### config.mk
export PLATFORM = sky130hd
export DESIGN_NAME = skew_rd_unpack
export DESIGN_NICKNAME = d
export VERILOG_FILES = /design/src/rtl/skew_rd_unpack.sv
export SDC_FILE = /design/constraint.sdc
export NUM_CORES = 1
export LEC_CHECK = 0
export ABC_AREA = 1
export BUFFER_PORTS_ARGS = -buffer_cell sky130_fd_sc_hd__clkbuf_2
export CORE_MARGIN = 8
export CORE_UTILIZATION = 30
export DETAILED_ROUTE_END_ITERATION = 8
export MAX_ROUTING_LAYER = met4
export PLACE_DENSITY = 0.56
export SLEW_MARGIN = 20
export SYNTH_ARGS = -nofsm -noshare
export SYNTH_HDL_FRONTEND = slang
export SYNTH_SLANG_ARGS = --single-unit
### constraint.sdc
create_clock -name clk -period 2 [get_ports clk]
set_input_delay 0.2 -clock clk [delete_from_list [all_inputs] [get_ports clk]]
set_output_delay 0.2 -clock clk [all_outputs]
set_load 0.01 [all_outputs]
### src/rtl/skew_rd_unpack.sv
module skew_rd_unpack #(
  parameter int LEN_W  = 8,
  parameter int WORD_W = 32
) (
  input  logic              clk,
  input  logic              rst_n,
  input  logic              start,
  input  logic [LEN_W-1:0]  start_len,
  input  logic              rx_valid,
  output logic              rx_ready,
  input  logic [WORD_W-1:0] rx_word,
  output logic              out_valid,
  input  logic              out_ready,
  output logic [7:0]        out_byte,
  output logic              done
);

  logic             busy, single, first, olast, q1v;
  logic [LEN_W-1:0] left;
  logic [6:0]       hi7;
  logic [7:0]       q1b;

  wire accept   = rx_valid && rx_ready;
  wire last_wd  = (left == LEN_W'(1));
  wire handoff  = out_valid && out_ready;

  assign rx_ready = busy && (left != '0) && !out_valid;

  always_ff @(posedge clk) begin
    if (!rst_n) begin
      busy <= 1'b0; single <= 1'b0; first <= 1'b0; left <= '0;
      hi7 <= '0; out_valid <= 1'b0; out_byte <= '0; olast <= 1'b0;
      q1v <= 1'b0; q1b <= '0; done <= 1'b0;
    end else begin
      done <= 1'b0;
      if (start && !busy && start_len != '0) begin
        busy   <= 1'b1;
        left   <= start_len;
        single <= (start_len == LEN_W'(1));
        first  <= 1'b1;
      end
      if (accept) begin
        left  <= left - LEN_W'(1);
        first <= 1'b0;
        if (single) begin
          out_valid <= 1'b1; out_byte <= rx_word[8:1]; olast <= 1'b1;
        end else if (first) begin
          hi7 <= rx_word[6:0];
        end else if (last_wd) begin
          out_valid <= 1'b1; out_byte <= {hi7, rx_word[10]}; olast <= 1'b0;
          q1v <= 1'b1; q1b <= rx_word[8:1];
        end else begin
          out_valid <= 1'b1; out_byte <= {hi7, rx_word[8]}; olast <= 1'b0;
          hi7 <= rx_word[6:0];
        end
      end
      if (handoff) begin
        if (q1v) begin
          out_byte <= q1b; q1v <= 1'b0; olast <= 1'b1;
        end else begin
          out_valid <= 1'b0;
          if (olast) begin
            done <= 1'b1;
            busy <= 1'b0;
          end
        end
      end
    end
  end

  a_r1_idle_after_reset: assert property (@(posedge clk)
    $rose(rst_n) |-> !out_valid && !done && !rx_ready);

  a_r3_single_byte: assert property (@(posedge clk) disable iff (!rst_n)
    accept && single |=> out_valid && out_byte == $past(rx_word[8:1]));

  a_r8_hold_stall: assert property (@(posedge clk) disable iff (!rst_n)
    out_valid && !out_ready |=> out_valid && $stable(out_byte));

  a_r8_no_take_while_pending: assert property (@(posedge clk) disable iff (!rst_n)
    out_valid |-> !rx_ready);

  a_r9_done_pulse: assert property (@(posedge clk) disable iff (!rst_n)
    done |=> !done);

  a_r9_done_after_handoff: assert property (@(posedge clk) disable iff (!rst_n)
    $rose(done) |-> $past(handoff) && !out_valid && !rx_ready);

endmodule

==> results of run 1 <==
## through the flow
| step | hold WS [ns] | instances | setup slack, ns |
|---|---|---|---|
| after detailed placement | 0.433 | 461 | 0.350 |
| after global placement | 0.425 | 461 | 0.363 |
| after CTS | 0.129 | 469 | 0.241 |
| after global routing | 0.146 | 469 | 0.164 |
| after floorplan | 0.335 | 335 | 0.618 |
| final | 0.130 | 469 | 0.222 |
## worst reg2reg max path: stages (launching register included)
cell	delay, ns
dfxtp_1	0.34
inv_1	0.11
ha_1	0.23
nand2_2	0.09
inv_2	0.04
nand2_2	0.07
nand3_4	0.16
nor2_4	0.24
inv_2	0.11
nor2_1	0.10
nor2_1	0.06
## state kept, by name, summed over array words and instances (netlist names)
signal	count
first	1
olast	1
q1v	1
out_valid	1
q1b	8
busy	1
left	8
out_byte	8
hi7	7
single	1
done	1
## cell families (layout without fill, tap and decap cells)
family                     Yosys count  count (layout)
xor gates and xnor gates             2               2
DFF                                 38              38
and+or+nand+nor                    177             177
adders and majority gates            3               3
buffers and inverters               58              96
AOI/OAI and AO/OA                   57              57
## report_power, final
part	total (uW)	internal, uW	switching [uW]
logic	397	146	252
clock network	794	500	294
registers	834	798	36.3
total	2020	1440	581
## cells in the final DEF (no fill, tap or decap), drive strengths merged
cell / synthesis / routed
o211ai: 1 / 1
nor3: 2 / 2
xor2: 1 / 1
o21ai: 36 / 36
dfxtp: 38 / 38
bufinv: 0 / 2
nand4: 3 / 3
inv: 44 / 44
buf: 7 / 8
clkinv: 3 / 4
nor2: 72 / 72
ha: 3 / 3
xnor2: 1 / 1
nand3: 20 / 20
a21oi: 18 / 18
nand2: 80 / 80
clkbuf: 4 / 38
a211oi: 2 / 2
## how the worst max path moves through the flow
stage | cells past startpoint | from | to | slack, ns
2_1_floorplan | 9 | left[0] | left[7] | 0.62
3_3_place_gp | 10 | left[0] | hi7[4] | 0.36
3_5_place_dp | 10 | left[0] | hi7[2] | 0.35
4_1_cts | 6 | left[0] | rx_ready | 0.24
5_1_grt | 6 | left[0] | rx_ready | 0.16
6_report | 6 | left[0] | rx_ready | 0.22
## cell type report
class	count	area (um2)
clock inverter	3	68.8
sequential	38	761
fill	755	4310
timing repair buffer	41	225
multi-input combinational	239	1130
clock buffer	5	68.8
tap	96	120
inverter	47	183
## per-layer routing
metal | track usage (%) | wire length, um | vias up
met3 | 3.04 | 263 | 12
met4 | 5.00 | 105 | 0
li1 | - | - | 1122
met2 | 19.3 | 2600 | 67
met1 | 14.9 | 2800 | 964
met5 | - | 0 | -
==> results.md, run 1 <==
- Status: completed
- Hold Crit Endpoint: hi7[0]
- Die Height: 100 um
- CTS tree: yes
- Synth Instances: 335
- Largest family of logic cells by synthesized area: simple AND/OR/NAND/NOR gates
- Max Clk Rate: 563 MHz
- Largest fanout on the critical path: 6
- Max-Slew Margin vs Limit: 56.3%
- Count of final setup violators: 0
- CP bufs+invs: 2
- Post-CTS Hold Fix Bufs: 0
- Kind of end point of the critical path: output pin
- Number of synthesized flops with an enable pin: 0
- Post_cts resized: 0
- Critical Path AT: 1.58 ns
- Worst path cell trace: inv_1 -> ha_1 -> nand2_2 -> nor2_2 -> nor2_1 -> clkbuf_2
- Design area: 2560 um2
- Placer Congestion: 0.836
- Setup crit start kind: register
- WHS Path Cells: 3
- Area growth syn-to-layout: 19.5%
- Multiplexer share of the synthesized area: 0%
- Async S/R FF share, synth: 0%
- CP required: 1.80 ns
- Worst-path clk slew: 0.08 ns
- Die W: 100 um
- Clk sinks: 38
- Syn nets: 383
- Pre-antenna DRT Iters: 4
- Antenna violations before repair: 0
- Drt wl/cell: 12.3 um
- Total CTS buffers: 5
- Least-Margin Pin Slew: 0.654 ns
- Area share of and/or/nand/nor cells after synthesis: 36.2%
- I/O pin cnt: 56
- Critical Path Slowest Stage Cell: dfxtp_1
- Ant diodes: 0
- H-Tree Depth: 2
- Share of cells above drive strength 1: 18.5%
- Yosys cell types: 32
- Share of the synthesized area in the top cell type: 35.5%
- Cell leakage power: 0.00130 uW
- Synth Area in XOR/XNOR: 0.818%
- Compound-cell area share of the yosys netlist: 14.0%
- Yosys top cell by area: dfxtp_1
- R2R Setup Slk: 0.35 ns
- Post-synthesis register bit count: 38
- Hold Violations, Final: 0
- Pwr Total: 2020 uW
- Cell family with most CP delay: simple AND/OR/NAND/NOR gates
- Mapped Area: 2140 um2
- Pwr Density: 792 nW/um2
- Crit path time final: 1.78 ns
- Final core utilization: 37.2%
- Max incr delay on CP: 0.34 ns
- Worst reg2reg path endpoint: hi7[2]
- Clock Skews: 0.00825 ns
- Die ar.: 10,100 um2
- Most common cell in the netlist: nand2_1
- Period utilization: 88.9%
- Routed wire length: 5.77 mm
- Worst hold start: rx_word[0]
- Hold WC Path Type: primary input to register
- Top_reg_cell synth: dfxtp_1
- Root buf cell: clkbuf_8
- Via-to-Cell Ratio: 4.62
- Slew Limit Fails: 0
- Commonest cells in the netlist: nand2_1 (75), nor2_1 (66), inv_1 (41), dfxtp_1 (38), o21ai_0 (30)
- Placed Area: 2420 um2
- 1st-iter DRT viols: 101
- Post-route ant nets: 0
- Total grt overflow: 0
- Clk_lat worst skew: 0.30 ns
- Vias in the first global route: 2,088
- Unrepaired setup endpoints after global routing: false
- Max VDD drop: 0.000396 V
- Max-Cap Viols: 0
- Seq/Total Area, Yosys: 35.5%
- Tot GR Track Use: 12.4%
- Synth Area in Adders: 1.75%
- Post-DP HPWL: 4.24 mm
- Remaining DRCs: 0
- Nets: 420
- Dominant cells by area after synthesis: dfxtp_1 (36%), nand2_1 (13%), nor2_1 (12%)
- FF-to-FF path depth: 10
- Row Count: 30
- Worst setup path class: register to output pin
- Clock Path Buffers: 2
- RR Startpoint: left[0]
- I/O Buffers: 33
- Initial Util: 31.2%
- Synthesis warning total: 0
- Pin count of the biggest net entering global routing: 24
- First-pass GRT wire length: 9.73 mm
- Post-CTS Setup Bufs: 0
- Core area: 6870 um2
- TNS Setup: 0 ns
- Via count: 2,165
- Avg Cell Area, Syn: 6.39 um2
Note: power is estimated with default switching activity, not from simulation.
==> run 2, diff against run 1 <==
--- a/config.mk
+++ b/config.mk
@@ -7,6 +7,7 @@
 export LEC_CHECK = 0
 export ABC_AREA = 1
 export BUFFER_PORTS_ARGS = -buffer_cell sky130_fd_sc_hd__clkbuf_2
+export CORE_ASPECT_RATIO = 0.5
 export CORE_MARGIN = 8
 export CORE_UTILIZATION = 30
 export DETAILED_ROUTE_END_ITERATION = 8
==> run 2 against run 1 <==
  * Global-route usage fell by 0.77 points
  * Final area fell by 0.54%
  * Via count fell by 4.9%
  * Die area rose by 1.6%
  * Fmax is 1.9% higher
  * Count of clock-buffer cells in the layout rose by 1
  * Worst hold slack better by 0.010 ns
  * Combinational power down 3%
  * First-iteration DRC count decreased by 14%
  * Total power increased by 0.38%
  * Sequential cell count unchanged
  * Largest cell class unchanged
==> results.md, run 2 (synthesized netlist as in run 1, its figures left out) <==
- Status: completed
- Core area: 6810 um2 (-0.93%)
- Area of the multi-input gates: 1130 um2 (unchanged)
- TNS Setup: 0 ns (unchanged)
- Pre-antenna DRT Iters: 4 (unchanged)
- I/O Buffers: 33 (unchanged)
- Power share of the sequential group: 41.1% (about the same)
- Via-to-Cell Ratio: 4.45 (-3.5%)
- Dpl cells: 454 (-1.5%)
- Kind of end point of the critical path: output pin
- Die W: 135 um (+35%)
- Period utilization: 87.2% (-1.7 points)
- Max Clk Rate: 573 MHz (+1.9%)
- Least-Margin Pin Slew: 0.623 ns (-0.0314 ns)
- Clock power frac: 39.9% (+0.7 points)
- Share of cells above drive strength 1: 17.8% (-0.66 points)
- Post-CTS Hold Fix Bufs: 0 (unchanged)
- Routed wire length: 5.48 mm (-4.9%)
- Max VDD drop: 0.000320 V (-19%)
- Worst path cell trace: inv_1 -> ha_1 -> nand2_2 -> nor2_2 -> nor2_1 -> clkbuf_2
- Clk sinks: 38 (unchanged)
- Clk_lat worst skew: 0.28 ns (-0.02 ns)
- Critical Path Slowest Stage Cell: dfxtp_1
- Initial Util: 31.5% (+0.29 points)
- Die Height: 75.7 um (-25%)
- First-pass GRT wire length: 9.18 mm (-5.7%)
- 1st-iter DRT viols: 87 (-14%)
- Combinational share of power: 19.0% (-0.6 points)
- Via count: 2,058 (-4.9%)
- Worst setup path class: register to output pin
- Root buf cell: clkbuf_16
- Final non-filler cell total: 462 (-1.5%)
- Critical Path AT: 1.54 ns (-0.04 ns)
- Leading cell type in the layout, fill and taps excluded: nand2_1
- Remaining DRCs: 0 (unchanged)
- Largest fanout on the critical path: 6 (unchanged)
- Most frequent cells in the layout: nand2_1 (75), nor2_1 (66), inv_1 (41), dfxtp_1 (38), clkbuf_2 (33)
- Tot GR Track Use: 11.6% (-0.77 points)
- Area growth syn-to-layout: 18.8%
- Count of final setup violators: 0 (unchanged)
- Hold WC Path Type: primary input to register
- Total CTS buffers: 5 (unchanged)
- Reg area: 761 um2 (unchanged)
- Nets: 417 (-0.71%)
- Clock Skews: 0.00467 ns (-0.00358 ns)
- Ant diodes: 0 (unchanged)
- CTS tree: yes
- Vias in the first global route: 1,969 (-5.7%)
- Post-route ant nets: 0 (unchanged)
- Max-Cap Viols: 0 (unchanged)
- I/O pin cnt: 56 (unchanged)
- Final core utilization: 37.4% (+0.15 points)
- Post-DP HPWL: 4.02 mm (-5.2%)
- Fillers: 760 (+0.66%)
- Post_cts resized: 0 (unchanged)
- Unrepaired setup endpoints after global routing: false
- Slew Limit Fails: 0 (unchanged)
- Pint: 1430 uW (-0.79%)
- Clock Path Buffers: 2 (unchanged)
- Hold Violations, Final: 0 (unchanged)
- Cell leakage power: 0.00129 uW (-0.73%)
- Total grt overflow: 0 (unchanged)
- Max incr delay on CP: 0.33 ns (about the same)
- Sw Ratio: 29.5% (+0.83 points)
- Die ar.: 10,300 um2 (+1.6%)
- Placer Congestion: 0.808 (-3.2%)
- H-Tree Depth: 2 (unchanged)
- Setup crit start kind: register
- Max-Slew Margin vs Limit: 58.4% (+2.1 points)
- Sw power: 601 uW (+3.3%)
- Drt wl/cell: 11.9 um (-3.5%)
- Post-CTS Setup Bufs: 0 (unchanged)
- Pin count of the biggest net entering global routing: 24 (unchanged)
- Crit path time final: 1.74 ns (-0.0338 ns)
- Biggest regs: left: 8 flops, out_byte: 8 flops, q1b: 8 flops
- CP required: 1.80 ns (about the same)
- Pwr Density: 799 nW/um2 (+0.92%)
- Row Count: 21 (-30%)
- Worst-path clk slew: 0.06 ns (-0.02 ns)
- Antenna violations before repair: 0 (unchanged)
[run 2: per-layer routing]
metal  up-vias  track usage [%]  part of all wire (%)
li1       1117                -                     -
met1       919             13.2                    51
met2        17             20.7                    47
met3         5             2.17                   1.7
met4         0             3.66                  0.93
met5         -                -                     0
[run 2: final timing paths]
path,start,to,slack (ns),depth (start not counted)
max,left[0],rx_ready,0.26,6
max reg2reg,left[0],hi7[6],0.32,10
min,rx_word[0],hi7[0],0.14,3
min reg2reg,olast,olast,0.47,2
[run 2: power by group through the flow]
stage	sequential [uW]	combinational (uW)	clock, uW
floorplan	843	290	0
finish	836	386	811
CTS	834	389	828
global route	840	445	865
global placement	851	387	0
detailed placement	851	388	0
[run 2: cell type report]
cell class              count  share of cell area [%]
inverters                  47                    7.18
repair buffers             38                    7.97
flip-flops and latches     38                    29.9
multi-input cells         239                    44.5
well taps                  92                    4.53
clock buffers               6                    5.46
clock inverters             2                   0.492
[run 2: critical path: cells and delay by family (launching register included)]
family | cells | cell delay, ns
flops | 1 | 0.33
fa+ha+maj | 1 | 0.23
simple gates | 3 | 0.40
buf+inv | 2 | 0.30
[run 2: stage by stage]
stage / instance area [um2] / setup slack, ns / power (uW) / hold WS, ns
2_1_floorplan: 2140 / 0.618 / 1130 / 0.335
3_3_place_gp: 2390 / 0.306 / 1240 / 0.430
3_5_place_dp: 2390 / 0.312 / 1240 / 0.433
4_1_cts: 2540 / 0.253 / 2050 / 0.142
5_1_grt: 2540 / 0.130 / 2150 / 0.176
6_report: 2540 / 0.256 / 2030 / 0.141
==> run 3, diff against run 2 <==
--- a/config.mk
+++ b/config.mk
@@ -13,7 +13,7 @@
 export DETAILED_ROUTE_END_ITERATION = 8
 export MAX_ROUTING_LAYER = met4
 export PLACE_DENSITY = 0.56
-export SLEW_MARGIN = 20
+export SLEW_MARGIN = 5
 export SYNTH_ARGS = -nofsm -noshare
 export SYNTH_HDL_FRONTEND = slang
 export SYNTH_SLANG_ARGS = --single-unit
==> constraint.sdc (replaced) <==
create_clock -name clk -period 2.1 [get_ports clk]
set_input_delay 0.21 -clock clk [delete_from_list [all_inputs] [get_ports clk]]
set_output_delay 0.21 -clock clk [all_outputs]
set_load 0.01 [all_outputs]
==> run 3 against run 2 <==
  * Total power down 4.9%
  * Sequential cell count unchanged
  * Worst hold slack better by 0.015 ns
  * Sequential power down 5.0%
  * Routed wire length down 1.1%
  * Sequential share of layout area up 0.089 points
  * Combinational power down 5%
  * Count of clock-buffer cells in the layout unchanged
  * Largest power group unchanged
  * Global-route usage up 0.18 points
  * Final area down 0.30%
  * Utilization down 0.11 points
  * Cell count down 0.22%
==> results.md, run 3 (synthesized netlist as in run 1, its figures left out) <==
- I/O pin cnt: 56 (unchanged)
- Critical Path Slowest Stage Cell: dfxtp_1
- Vias in the first global route: 1,991 (+1.1%)
- Antenna violations before repair: 0 (unchanged)
- Root buf cell: clkbuf_16
- Combinational share of power: 19.0% (about the same)
- Pin count of the biggest net entering global routing: 25 (+4.2%)
- Initial Util: 31.5% (unchanged)
- 1st-iter DRT viols: 132 (+52%)
- Via count: 2,072 (+0.68%)
- Total grt overflow: 0 (unchanged)
- Biggest regs: left: 8 flops, out_byte: 8 flops, q1b: 8 flops
- Die Height: 75.7 um (unchanged)
- Pre-antenna DRT Iters: 4 (unchanged)
- Place WS: 0.410 ns (+0.0982 ns)
- Clock Path Buffers: 2 (unchanged)
- Max VDD drop: 0.000305 V (-4.9%)
- Worst setup path class: register to output pin
- Pwr Total: 1930 uW (-4.9%)
- Core area: 6810 um2 (unchanged)
- Leading cell type in the layout, fill and taps excluded: nand2_1
- Clock power frac: 39.9% (about the same)
- Tot GR Track Use: 11.8% (+0.18 points)
- Cell leakage power: 0.00128 uW (-0.37%)
- Sw power: 571 uW (-5.0%)
- TNS Setup: 0 ns (unchanged)
- Ant diodes: 0 (unchanged)
- Setup crit start kind: register
- Max Clk Rate: 577 MHz
- Unrepaired setup endpoints after global routing: false
- Final Worst Setup Slack: 0.367 ns (+0.111 ns)
- I/O Buffers: 33 (unchanged)
- Drt wl/cell: 11.8 um (-0.93%)
- CTS tree: yes
- H-Tree Depth: 2 (unchanged)
- Kind of end point of the critical path: output pin
- Nets: 416 (-0.24%)
- Total CTS buffers: 5 (unchanged)
- Routed wire length: 5.42 mm (-1.1%)
- Share of cells above drive strength 1: 17.6% (-0.22 points)
- Clk_lat worst skew: 0.28 ns (about the same)
- Period utilization: 82.5%
- Status: completed
- Via-to-Cell Ratio: 4.49 (+0.90%)
- Fillers: 749 (-1.4%)
- Power share of the sequential group: 41.1% (about the same)
- Remaining DRCs: 0 (unchanged)
- Sw Ratio: 29.5% (-0.036 points)
- Largest fanout on the critical path: 6 (unchanged)
- Critical Path AT: 1.52 ns (-0.02 ns)
- Post_cts resized: 0 (unchanged)
- Hold WC Path Type: primary input to register
- Pwr Density: 762 nW/um2 (-4.6%)
- Clock Skews: 0.00677 ns (+0.00210 ns)
- Placer Congestion: 0.827 (+2.3%)
- Pint: 1360 uW (-4.8%)
- Count of final setup violators: 0 (unchanged)
- First-pass GRT wire length: 9.27 mm (+1.0%)
- Least-Margin Pin Slew: 0.616 ns (-0.00641 ns)
- Max-Cap Viols: 0 (unchanged)
- Post-route ant nets: 0 (unchanged)
- Die W: 135 um (unchanged)
- Crit path time final: 1.73 ns
- Post-CTS Setup Bufs: 0 (unchanged)
- Most frequent cells in the layout: nand2_1 (75), nor2_1 (66), inv_1 (41), dfxtp_1 (38), clkbuf_2 (33)
- Clk sinks: 38 (unchanged)
- Die ar.: 10,300 um2 (unchanged)
- Max incr delay on CP: 0.33 ns (about the same)
- Worst path cell trace: inv_1 -> ha_1 -> nand2_2 -> nor2_2 -> nor2_1 -> clkbuf_2
- Hold Violations, Final: 0 (unchanged)
- Max-Slew Margin vs Limit: 58.9% (+0.43 points)
- Post-CTS Hold Fix Bufs: 0 (unchanged)
- Row Count: 21 (unchanged)
- CP required: 1.89 ns (+0.09 ns)
- Post-DP HPWL: 3.96 mm (-1.5%)
- Worst-path clk slew: 0.06 ns (about the same)
- Area growth syn-to-layout: 18.5%
- Slew Limit Fails: 0 (unchanged)
run 3: changes by cell type in the layout (fill, tap and decap cells not counted):
cell,change
buf_4,-1
run 3: path summary, 6_finish.rpt:
check	startpoint	endpoint	slack, ns	cells after the start
setup / recovery	left[0]	rx_ready	0.37	6
hold / removal	rx_word[0]	hi7[0]	0.16	3
setup reg to reg	left[0]	hi7[5]	0.40	10
hold reg to reg	q1b[0]	q1b[0]	0.48	2
run 3: worst max-delay path, delay by kind of cell, from the launching register on:
kind,cells,cell delay [ns]
simple gates,3,0.39
buf+inv,2,0.31
flops,1,0.33
fa+ha+maj,1,0.22
run 3: routing by layer:
layer  vias to the layer above  part of all wire (%)  track usage, %
met5                         -                     0               -
met4                         0                   1.0            4.02
met3                         5                   3.5            2.50
met2                        32                    47            19.7
met1                       917                    49            14.0
li1                       1118                     -               -
run 3: layout make-up:
| cell class | count | area [um2] | share of cell area [%] |
|---|---|---|---|
| multi-input combinational | 239 | 1130 | 44.6 |
| clock buffer | 6 | 139 | 5.48 |
| timing repair buffer | 37 | 195 | 7.70 |
| sequential | 38 | 761 | 30.0 |
| clock inverter | 2 | 12.5 | 0.493 |
| tap | 92 | 115 | 4.54 |
| inverter | 47 | 183 | 7.20 |
run 3: through the flow:
| stage | cell area, um2 | hold slack (ns) | std cells | utilization [%] |
|---|---|---|---|---|
| floorplan | 2140 | 0.345 | 335 | - |
| global placement | 2380 | 0.440 | 453 | 35.0 |
| detailed placement | 2380 | 0.451 | 453 | 35.0 |
| CTS | 2540 | 0.159 | 461 | 37.3 |
| global route | 2540 | 0.192 | 461 | 37.3 |
| finish | 2540 | 0.156 | 461 | 37.3 |
run 3: power groups by stage:
stage                     clock network, uW  registers, uW  logic (uW)
after floorplan                           0            803         276
after global placement                    0            810         367
after detailed placement                  0            810         368
after CTS                               790            794         371
after global routing                    830            800         426
final                                   772            794         367
